## config.mk

```make
export PLATFORM = sky130hd
export DESIGN_NAME = eeprom_page_writer
export DESIGN_NICKNAME = d
export VERILOG_FILES = /design/src/rtl/eeprom_pw_pkg.sv /design/src/rtl/pw_page_buffer.sv /design/src/rtl/pw_commit_pick.sv /design/src/rtl/pw_wr_timer.sv /design/src/rtl/eeprom_page_writer.sv
export SDC_FILE = /design/constraint.sdc
export NUM_CORES = 1
export LEC_CHECK = 0
export ABC_CLOCK_PERIOD_IN_PS = 3550
export BUFFER_PORTS_ARGS = -buffer_cell sky130_fd_sc_hd__buf_2
export CAP_MARGIN = 10
export CELL_PAD_IN_SITES_DETAIL_PLACEMENT = 1
export CELL_PAD_IN_SITES_GLOBAL_PLACEMENT = 2
export CORE_MARGIN = 2
export CORE_UTILIZATION = 38
export CTS_CLUSTER_DIAMETER = 30
export DETAILED_ROUTE_END_ITERATION = 10
export PLACE_DENSITY = 0.71
export RECOVER_POWER = 100
export SYNTH_ARGS = -nofsm -noshare
export SYNTH_HDL_FRONTEND = slang
export SYNTH_SLANG_ARGS = --single-unit
```

## constraint.sdc

```tcl
create_clock -name clk -period 3.55 [get_ports clk]
set_clock_uncertainty 0.15 [all_clocks]
set_input_delay 0.5325 -clock clk [delete_from_list [all_inputs] [get_ports clk]]
set_output_delay 0.5325 -clock clk [all_outputs]
set_load 0.02 [all_outputs]
```

## src/rtl/eeprom_pw_pkg.sv

```systemverilog
package eeprom_pw_pkg;

    typedef enum logic [1:0] {
        PW_IDLE = 2'd0,
        PW_FILL = 2'd1,
        PW_PROG = 2'd2
    } pw_state_e;

    typedef struct packed {
        logic load;
        logic abandon;
        logic put;
        logic commit;
        logic close;
    } pw_evt_t;

    // Index of the lowest set bit, 0 when none is set.
    function automatic int first_set(input logic [31:0] m);
        int r;
        r = 0;
        for (int i = 31; i >= 0; i--) begin
            if (m[i]) r = i;
        end
        return r;
    endfunction

    function automatic int hold_len(input int wr_cycles, input int page_bytes);
        return (wr_cycles < page_bytes) ? page_bytes : wr_cycles;
    endfunction

endpackage

```

## src/rtl/pw_page_buffer.sv

```systemverilog
module pw_page_buffer #(
    parameter int PAGE_BYTES = 16,
    parameter int DATA_W     = 8,
    parameter int OFF_W      = $clog2(PAGE_BYTES)
) (
    input  logic                  clk,
    input  logic                  rst,
    input  logic                  clr,
    input  logic                  load,
    input  logic [OFF_W-1:0]      load_off,
    input  logic                  put,
    input  logic [DATA_W-1:0]     put_data,
    input  logic                  drain,
    input  logic [OFF_W-1:0]      drain_idx,
    output logic [OFF_W-1:0]      off_o,
    output logic [PAGE_BYTES-1:0] mask_o,
    output logic [DATA_W-1:0]     rd_data_o
);

    logic [DATA_W-1:0]     slot_q [PAGE_BYTES];
    logic [PAGE_BYTES-1:0] valid_q;
    logic [OFF_W-1:0]      off_q;

    always_ff @(posedge clk) begin
        if (rst) begin
            off_q <= '0;
        end else if (load) begin
            off_q <= load_off;
        end else if (put) begin
            off_q <= off_q + 1'b1;
        end
    end

    always_ff @(posedge clk) begin
        for (int s = 0; s < PAGE_BYTES; s++) begin
            if (put && off_q == OFF_W'(s)) slot_q[s] <= put_data;
        end
    end

    always_ff @(posedge clk) begin
        if (rst) begin
            valid_q <= '0;
        end else begin
            for (int s = 0; s < PAGE_BYTES; s++) begin
                if (clr) begin
                    valid_q[s] <= 1'b0;
                end else if (put && off_q == OFF_W'(s)) begin
                    valid_q[s] <= 1'b1;
                end else if (drain && drain_idx == OFF_W'(s)) begin
                    valid_q[s] <= 1'b0;
                end
            end
        end
    end

    assign off_o     = off_q;
    assign mask_o    = valid_q;
    assign rd_data_o = slot_q[drain_idx];

    // a drained slot must have been filled
    a_r6_drain_filled: assert property (@(posedge clk) disable iff (rst)
        drain |-> valid_q[drain_idx]);

    // clearing leaves no slot marked
    a_r2_clear_empties: assert property (@(posedge clk) disable iff (rst)
        clr |=> (valid_q == '0));

endmodule

```

## src/rtl/pw_commit_pick.sv

```systemverilog
module pw_commit_pick
    import eeprom_pw_pkg::*;
#(
    parameter int PAGE_BYTES = 16,
    parameter int OFF_W      = $clog2(PAGE_BYTES)
) (
    input  logic [PAGE_BYTES-1:0] mask_i,
    output logic                  any_o,
    output logic [OFF_W-1:0]      idx_o
);

    assign any_o = |mask_i;
    assign idx_o = OFF_W'(first_set(32'(mask_i)));

endmodule

```

## src/rtl/pw_wr_timer.sv

```systemverilog
module pw_wr_timer #(
    parameter int HOLD  = 16,
    parameter int CNT_W = $clog2(HOLD + 1)
) (
    input  logic clk,
    input  logic rst,
    input  logic kick,
    output logic run_o,
    output logic last_o
);

    logic [CNT_W-1:0] cnt_q;
    logic             run_q;

    always_ff @(posedge clk) begin
        if (rst) begin
            run_q <= 1'b0;
            cnt_q <= '0;
        end else if (kick) begin
            run_q <= 1'b1;
            cnt_q <= CNT_W'(HOLD - 1);
        end else if (run_q) begin
            if (cnt_q == '0) begin
                run_q <= 1'b0;
            end else begin
                cnt_q <= cnt_q - 1'b1;
            end
        end
    end

    assign run_o  = run_q;
    assign last_o = run_q && (cnt_q == '0);

    // the window cannot end while count remains
    a_r7_hold_until_zero: assert property (@(posedge clk) disable iff (rst)
        (run_q && cnt_q != '0) |=> run_q);

    // no restart inside a running window
    a_r8_no_rekick: assert property (@(posedge clk) disable iff (rst)
        kick |-> !run_q);

endmodule

```

## src/rtl/eeprom_page_writer.sv

```systemverilog
module eeprom_page_writer
    import eeprom_pw_pkg::*;
#(
    parameter int ADDR_W     = 10,
    parameter int DATA_W     = 8,
    parameter int PAGE_BYTES = 16,
    parameter int WR_CYCLES  = 2000
) (
    input  logic              clk,
    input  logic              rst,
    input  logic              bus_start_i,
    input  logic              wr_start_i,
    input  logic [ADDR_W-1:0] wr_addr_i,
    input  logic              data_valid_i,
    input  logic [DATA_W-1:0] data_i,
    input  logic              stop_i,
    input  logic              wp_i,
    output logic              mem_we_o,
    output logic [ADDR_W-1:0] mem_addr_o,
    output logic [DATA_W-1:0] mem_wdata_o,
    output logic              busy_o,
    output logic [ADDR_W-1:0] ptr_o
);

    localparam int OFF_W  = $clog2(PAGE_BYTES);
    localparam int BASE_W = ADDR_W - OFF_W;
    localparam int HOLD   = hold_len(WR_CYCLES, PAGE_BYTES);

    pw_state_e             state_q, state_d;
    logic [BASE_W-1:0]     base_q;
    pw_evt_t               ev;
    logic                  in_fill, in_prog;
    logic [OFF_W-1:0]      off;
    logic [PAGE_BYTES-1:0] mask;
    logic [DATA_W-1:0]     rd_data;
    logic                  any_pend;
    logic [OFF_W-1:0]      pick_idx;
    logic                  drain, clr;
    logic                  t_run, t_last;

    assign in_fill = (state_q == PW_FILL);
    assign in_prog = (state_q == PW_PROG);

    always_comb begin
        ev         = '0;
        ev.close   = in_fill && stop_i;
        ev.commit  = ev.close && (|mask) && !wp_i;
        ev.load    = !in_prog && wr_start_i && !ev.close;
        ev.abandon = in_fill && bus_start_i && !stop_i && !wr_start_i;
        ev.put     = in_fill && data_valid_i && !stop_i && !wr_start_i && !bus_start_i;
    end

    assign drain = in_prog && any_pend && !wp_i;
    assign clr   = ev.load || ev.abandon || (ev.close && !ev.commit) || (in_prog && t_last);

    always_comb begin
        state_d = state_q;
        unique case (state_q)
            PW_IDLE: if (ev.load) state_d = PW_FILL;
            PW_FILL: begin
                if (ev.commit)                  state_d = PW_PROG;
                else if (ev.close || ev.abandon) state_d = PW_IDLE;
            end
            PW_PROG: if (t_last) state_d = PW_IDLE;
            default: state_d = PW_IDLE;
        endcase
    end

    always_ff @(posedge clk) begin
        if (rst) begin
            state_q <= PW_IDLE;
            base_q  <= '0;
        end else begin
            state_q <= state_d;
            if (ev.load) base_q <= wr_addr_i[ADDR_W-1:OFF_W];
        end
    end

    pw_page_buffer #(
        .PAGE_BYTES (PAGE_BYTES),
        .DATA_W     (DATA_W),
        .OFF_W      (OFF_W)
    ) u_buf (
        .clk       (clk),
        .rst       (rst),
        .clr       (clr),
        .load      (ev.load),
        .load_off  (wr_addr_i[OFF_W-1:0]),
        .put       (ev.put),
        .put_data  (data_i),
        .drain     (drain),
        .drain_idx (pick_idx),
        .off_o     (off),
        .mask_o    (mask),
        .rd_data_o (rd_data)
    );

    pw_commit_pick #(
        .PAGE_BYTES (PAGE_BYTES),
        .OFF_W      (OFF_W)
    ) u_pick (
        .mask_i (mask),
        .any_o  (any_pend),
        .idx_o  (pick_idx)
    );

    pw_wr_timer #(
        .HOLD (HOLD)
    ) u_tmr (
        .clk    (clk),
        .rst    (rst),
        .kick   (ev.commit),
        .run_o  (t_run),
        .last_o (t_last)
    );

    assign mem_we_o    = drain;
    assign mem_addr_o  = {base_q, pick_idx};
    assign mem_wdata_o = rd_data;
    assign busy_o      = t_run;
    assign ptr_o       = {base_q, off};

    // protected array never sees a strobe
    a_r9_no_write_when_protected: assert property (@(posedge clk) disable iff (rst)
        mem_we_o |-> !wp_i);

    // writes only inside the busy window
    a_r6_write_inside_busy: assert property (@(posedge clk) disable iff (rst)
        mem_we_o |-> busy_o);

    // the same address is never written in two consecutive cycles
    a_r6_slot_once: assert property (@(posedge clk) disable iff (rst)
        mem_we_o |=> !(mem_we_o && mem_addr_o == $past(mem_addr_o)));

    // a busy window only opens after STOP
    a_r5_busy_after_stop: assert property (@(posedge clk) disable iff (rst)
        $rose(busy_o) |-> $past(stop_i));

    // pointer frozen across the busy window
    a_r8_ptr_frozen: assert property (@(posedge clk) disable iff (rst)
        (busy_o && $past(busy_o)) |-> $stable(ptr_o));

    // upper pointer bits fixed while bytes stream in
    a_r3_upper_fixed: assert property (@(posedge clk) disable iff (rst)
        (in_fill && data_valid_i && !wr_start_i) |=> $stable(ptr_o[ADDR_W-1:OFF_W]));

endmodule

```

==> results.yml <==
floorplanning:
  dieWidth_um: 138
  die_y_um: 138
  design.core.area_um2: 17800
  top_level_pins: 55
  initial_utilization_pct: 38.5
  die-area_um2: 19200
  placementRows: 49
logic_synthesis:
  synth-seq-area-share_pct: 67.7
  synth_cell_types: 52
  yosysWarnings: 0
  syn_area_um2: 6860
  netlist.area_leader.share_pct: 56.0
  synthTopCellsByCount: "sky130_fd_sc_hd__edfxtp_1 (128), sky130_fd_sc_hd__a21oi_1 (53), sky130_fd_sc_hd__nor2_1 (45), sky130_fd_sc_hd__nand2_1 (44), sky130_fd_sc_hd__dfxtp_1 (40)"
  yosys.cell_count.top_type: "sky130_fd_sc_hd__edfxtp_1"
  synth_enable_flop_cells: 128
  synthTopCellsByArea: "sky130_fd_sc_hd__edfxtp_1 (56%), sky130_fd_sc_hd__dfxtp_1 (12%), sky130_fd_sc_hd__a21oi_1 (3.9%)"
  post_synth_inst_count: 549
  async_flop_share_pct: 0
  avgSynthCellArea_um2: 12.5
  synthFlopType: "sky130_fd_sc_hd__edfxtp_1"
  synth_top_cell_by_area: "sky130_fd_sc_hd__edfxtp_1"
  synth_nets: 580
  synth_seq_cells: 168
flow_run:
  max_capacitance_violation_count: 0
sta:
  postLayoutSetupSlackWorst_ns: -0.00263
  setup_total_negative_slack_ns: -0.00263
  min_period_over_period_pct: 100
  grt_setup_unrepaired: "true"
  fmax_mhz: 281
  timing.max_slew.rel_slack_pct: 24.1
  hold_viol: 0
  setup_viol_count_final: 1
  finalCriticalPeriod_ns: 3.55
  drv_slew: 0
  tightest_slew_ns: 1.13
global_routing:
  antenna_violations_before_repair: 0
  first_pass_grt_wire_length_um: 29300
  first_global_vias: 5093
  overflow: 0
  pin_count_of_the_biggest_net_entering_global_routing: 32
  grtUsageTotal_pct: 19.9
cts:
  htreeDepth: 4
  cts_sinks: 168
  cts_max_path_buffers: 2
  clkLatencyLatePin_ns: 0.42
  clkTransAtPathRegs_ns: 0.07
  clock_tree_from_tritoncts: "yes"
  cts_buffers: 17
  clockRootBuffer: "sky130_fd_sc_hd__clkbuf_16"
finish:
  layout-area-overhead-vs-synth_pct: 22.9
  seqCellArea_um2: 4660
  num-fill-cells: 1846
  n_antenna_cell: 0
  final_area_um2: 8430
  multi_input_comb_area_um2: 2240
  final_layout_size_suffix_gt1_share_pct: 21.5
  final_core_util_pct: 47.3
  nNetsFinal: 656
hold_path:
  hold-path-endpoint: "base_q[4]$_SDFFE_PP0P_"
  worst_hold_path.num_cells: 3
  hold_path.class: "in2reg"
  hp-start: "wr_addr_i[8]"
placement:
  placed_cell_area_um2: 7460
  numPortBuffers: 54
  dpl.hpwl_um: 12700
  finalWeightedCongestion: 0.879
  place_ws_ns: 0.101
worst_setup_path:
  timing.setup.critical_path_class: "reg2out"
  critPathLaunchType: "flip-flop"
  cp.required_ns: 2.87
  critical_path.reg2reg.endpoint: "u_buf.mask_o[2]$_SDFFE_PP0P_"
  critical_path_arrival_ns: 2.87
  r2r_setup_slack_ns: 0.76
  end_kind: "output port"
  worst-r2r-cell-count: 8
  worst_r2r_startpoint: "u_buf.mask_o[15]$_SDFFE_PP0P_"
  critical_path_peak_fanout: 8
power:
  worst_vdd_ir_v: 0.000320
  p_leak_nw: 2.93
  p_per_area_nw_per_um2: 487
route:
  detail_route.iter0.violations: 331
  detail_route.drc_violations: 0
  routed_via_density: 5.61
  dr_total_vias: 4866
  drt-pass1-iter-count: 5
  ant_nets: 0
  detail_route.wirelength_um: 19500
  wire_per_inst_um: 22.4
run_status:
  run_status: "finished, violations left"
  violations: "negative setup slack"
-- state kept, by name (all words and copies together) (netlist names) --
signal / count
base_q: 6
state_q: 2
u_buf.mask_o: 16
u_buf.off_o: 4
u_buf.slot_q: 128
u_tmr.cnt_q: 11
u_tmr.run_o: 1
-- layout make-up --
type | instances | share of cell area [%]
flip-flops and latches | 168 | 55.2
multi-input cells | 328 | 26.5
repair buffers | 87 | 6.79
clock buffers | 17 | 5.04
well taps | 229 | 3.40
clock inverters | 15 | 2.03
inverters | 23 | 1.02
-- critical path: stages (launching register included) --
cell and delay (ns):
sky130_fd_sc_hd__dfxtp_2 0.33, sky130_fd_sc_hd__nand2b_4 0.13, sky130_fd_sc_hd__a221o_1 0.36, sky130_fd_sc_hd__a2111o_1 0.53, sky130_fd_sc_hd__a21oi_2 0.25, sky130_fd_sc_hd__buf_6 0.18, sky130_fd_sc_hd__a221oi_1 0.06, sky130_fd_sc_hd__a311o_1 0.40
sky130_fd_sc_hd__nand3_4 0.09, sky130_fd_sc_hd__buf_6 0.12
-- routing by layer --
layer  track usage, %  share of wire (%)  vias up
met5                0                  0        -
met4             6.02                2.2        0
met3             3.71                4.0       30
met2             34.5                 50      116
met1             25.6                 43     2456
li1                 -                  -     2264
-- per-stage QoR --
stage	std cells	hold slack, ns	total power, mW
2_1_floorplan	549	0.327	2.23
3_3_place_gp	823	0.300	2.29
3_5_place_dp	823	0.312	2.29
4_1_cts	861	0.176	4.14
5_1_grt	867	0.184	4.24
6_report	867	0.188	4.11
-- power breakdown --
part,switching [mW],internal (mW),leakage [nW]
Sequential,0.0120,2.12,1.48
Clock,0.811,1.06,0.290
Combinational,0.0826,0.0301,1.17
Total,0.905,3.20,2.93
-- placed cells by master (no fill, tap or decap), types with 5 or more instances in the layout --
cell,Yosys,routed
sky130_fd_sc_hd__clkbuf_1,14,25
sky130_fd_sc_hd__xnor2_1,5,5
sky130_fd_sc_hd__buf_4,6,28
sky130_fd_sc_hd__a21oi_1,53,50
sky130_fd_sc_hd__a22oi_1,14,14
sky130_fd_sc_hd__o21ai_0,6,6
sky130_fd_sc_hd__nor2b_1,8,8
sky130_fd_sc_hd__buf_6,2,11
sky130_fd_sc_hd__nand2b_1,6,5
sky130_fd_sc_hd__buf_2,8,21
sky130_fd_sc_hd__nor2_1,45,42
sky130_fd_sc_hd__a311o_1,8,8
sky130_fd_sc_hd__edfxtp_1,128,128
sky130_fd_sc_hd__nand2_1,44,43
sky130_fd_sc_hd__dfxtp_1,40,35
sky130_fd_sc_hd__nand3_1,23,17
sky130_fd_sc_hd__ha_1,6,6
sky130_fd_sc_hd__nor3_1,9,9
sky130_fd_sc_hd__clkbuf_16,0,17
sky130_fd_sc_hd__a222oi_1,16,16
sky130_fd_sc_hd__inv_1,21,21
sky130_fd_sc_hd__nand4_1,6,6
sky130_fd_sc_hd__o21ai_1,12,12
sky130_fd_sc_hd__and3_1,10,6
sky130_fd_sc_hd__a221oi_1,14,9
sky130_fd_sc_hd__and3_4,0,6
-- how the worst max path moves through the flow --
stage / start / end / slack, ns / depth (start not counted)
after floorplan: u_buf.mask_o[15]$_SDFFE_PP0P_ / mem_wdata_o[1] / 0.69 / 8
after global placement: u_buf.mask_o[15]$_SDFFE_PP0P_ / mem_wdata_o[2] / 0.09 / 9
after detailed placement: u_buf.mask_o[11]$_SDFFE_PP0P_ / mem_wdata_o[6] / 0.10 / 10
after CTS: u_buf.mask_o[14]$_SDFFE_PP0P_ / mem_wdata_o[2] / -0.05 / 9
after global routing: u_buf.mask_o[14]$_SDFFE_PP0P_ / mem_wdata_o[2] / -0.1 / 9
final: u_buf.mask_o[14]$_SDFFE_PP0P_ / mem_wdata_o[2] / -0.003 / 9
-- logic make-up (layout without fill, tap and decap cells) --
family,Yosys count,count (layout),synth area share (%)
flip-flops,168,168,67.7
AND/OR/NAND/NOR,167,169,11.7
AO/OA/AOI/OAI,146,146,14.9
buffers and inverters,55,142,3.72
XOR/XNOR,7,7,0.893
adder cells (fa/ha/maj),6,6,1.09
-- what timing repair did --
action,CTS,global route
setup endpoints to repair,8,8
pin swaps,10,27
gates cloned,0,2
resized for setup,27,47
setup buffers,6,5
hold buffers,0,0
Note: power is estimated with default switching activity, not from simulation.
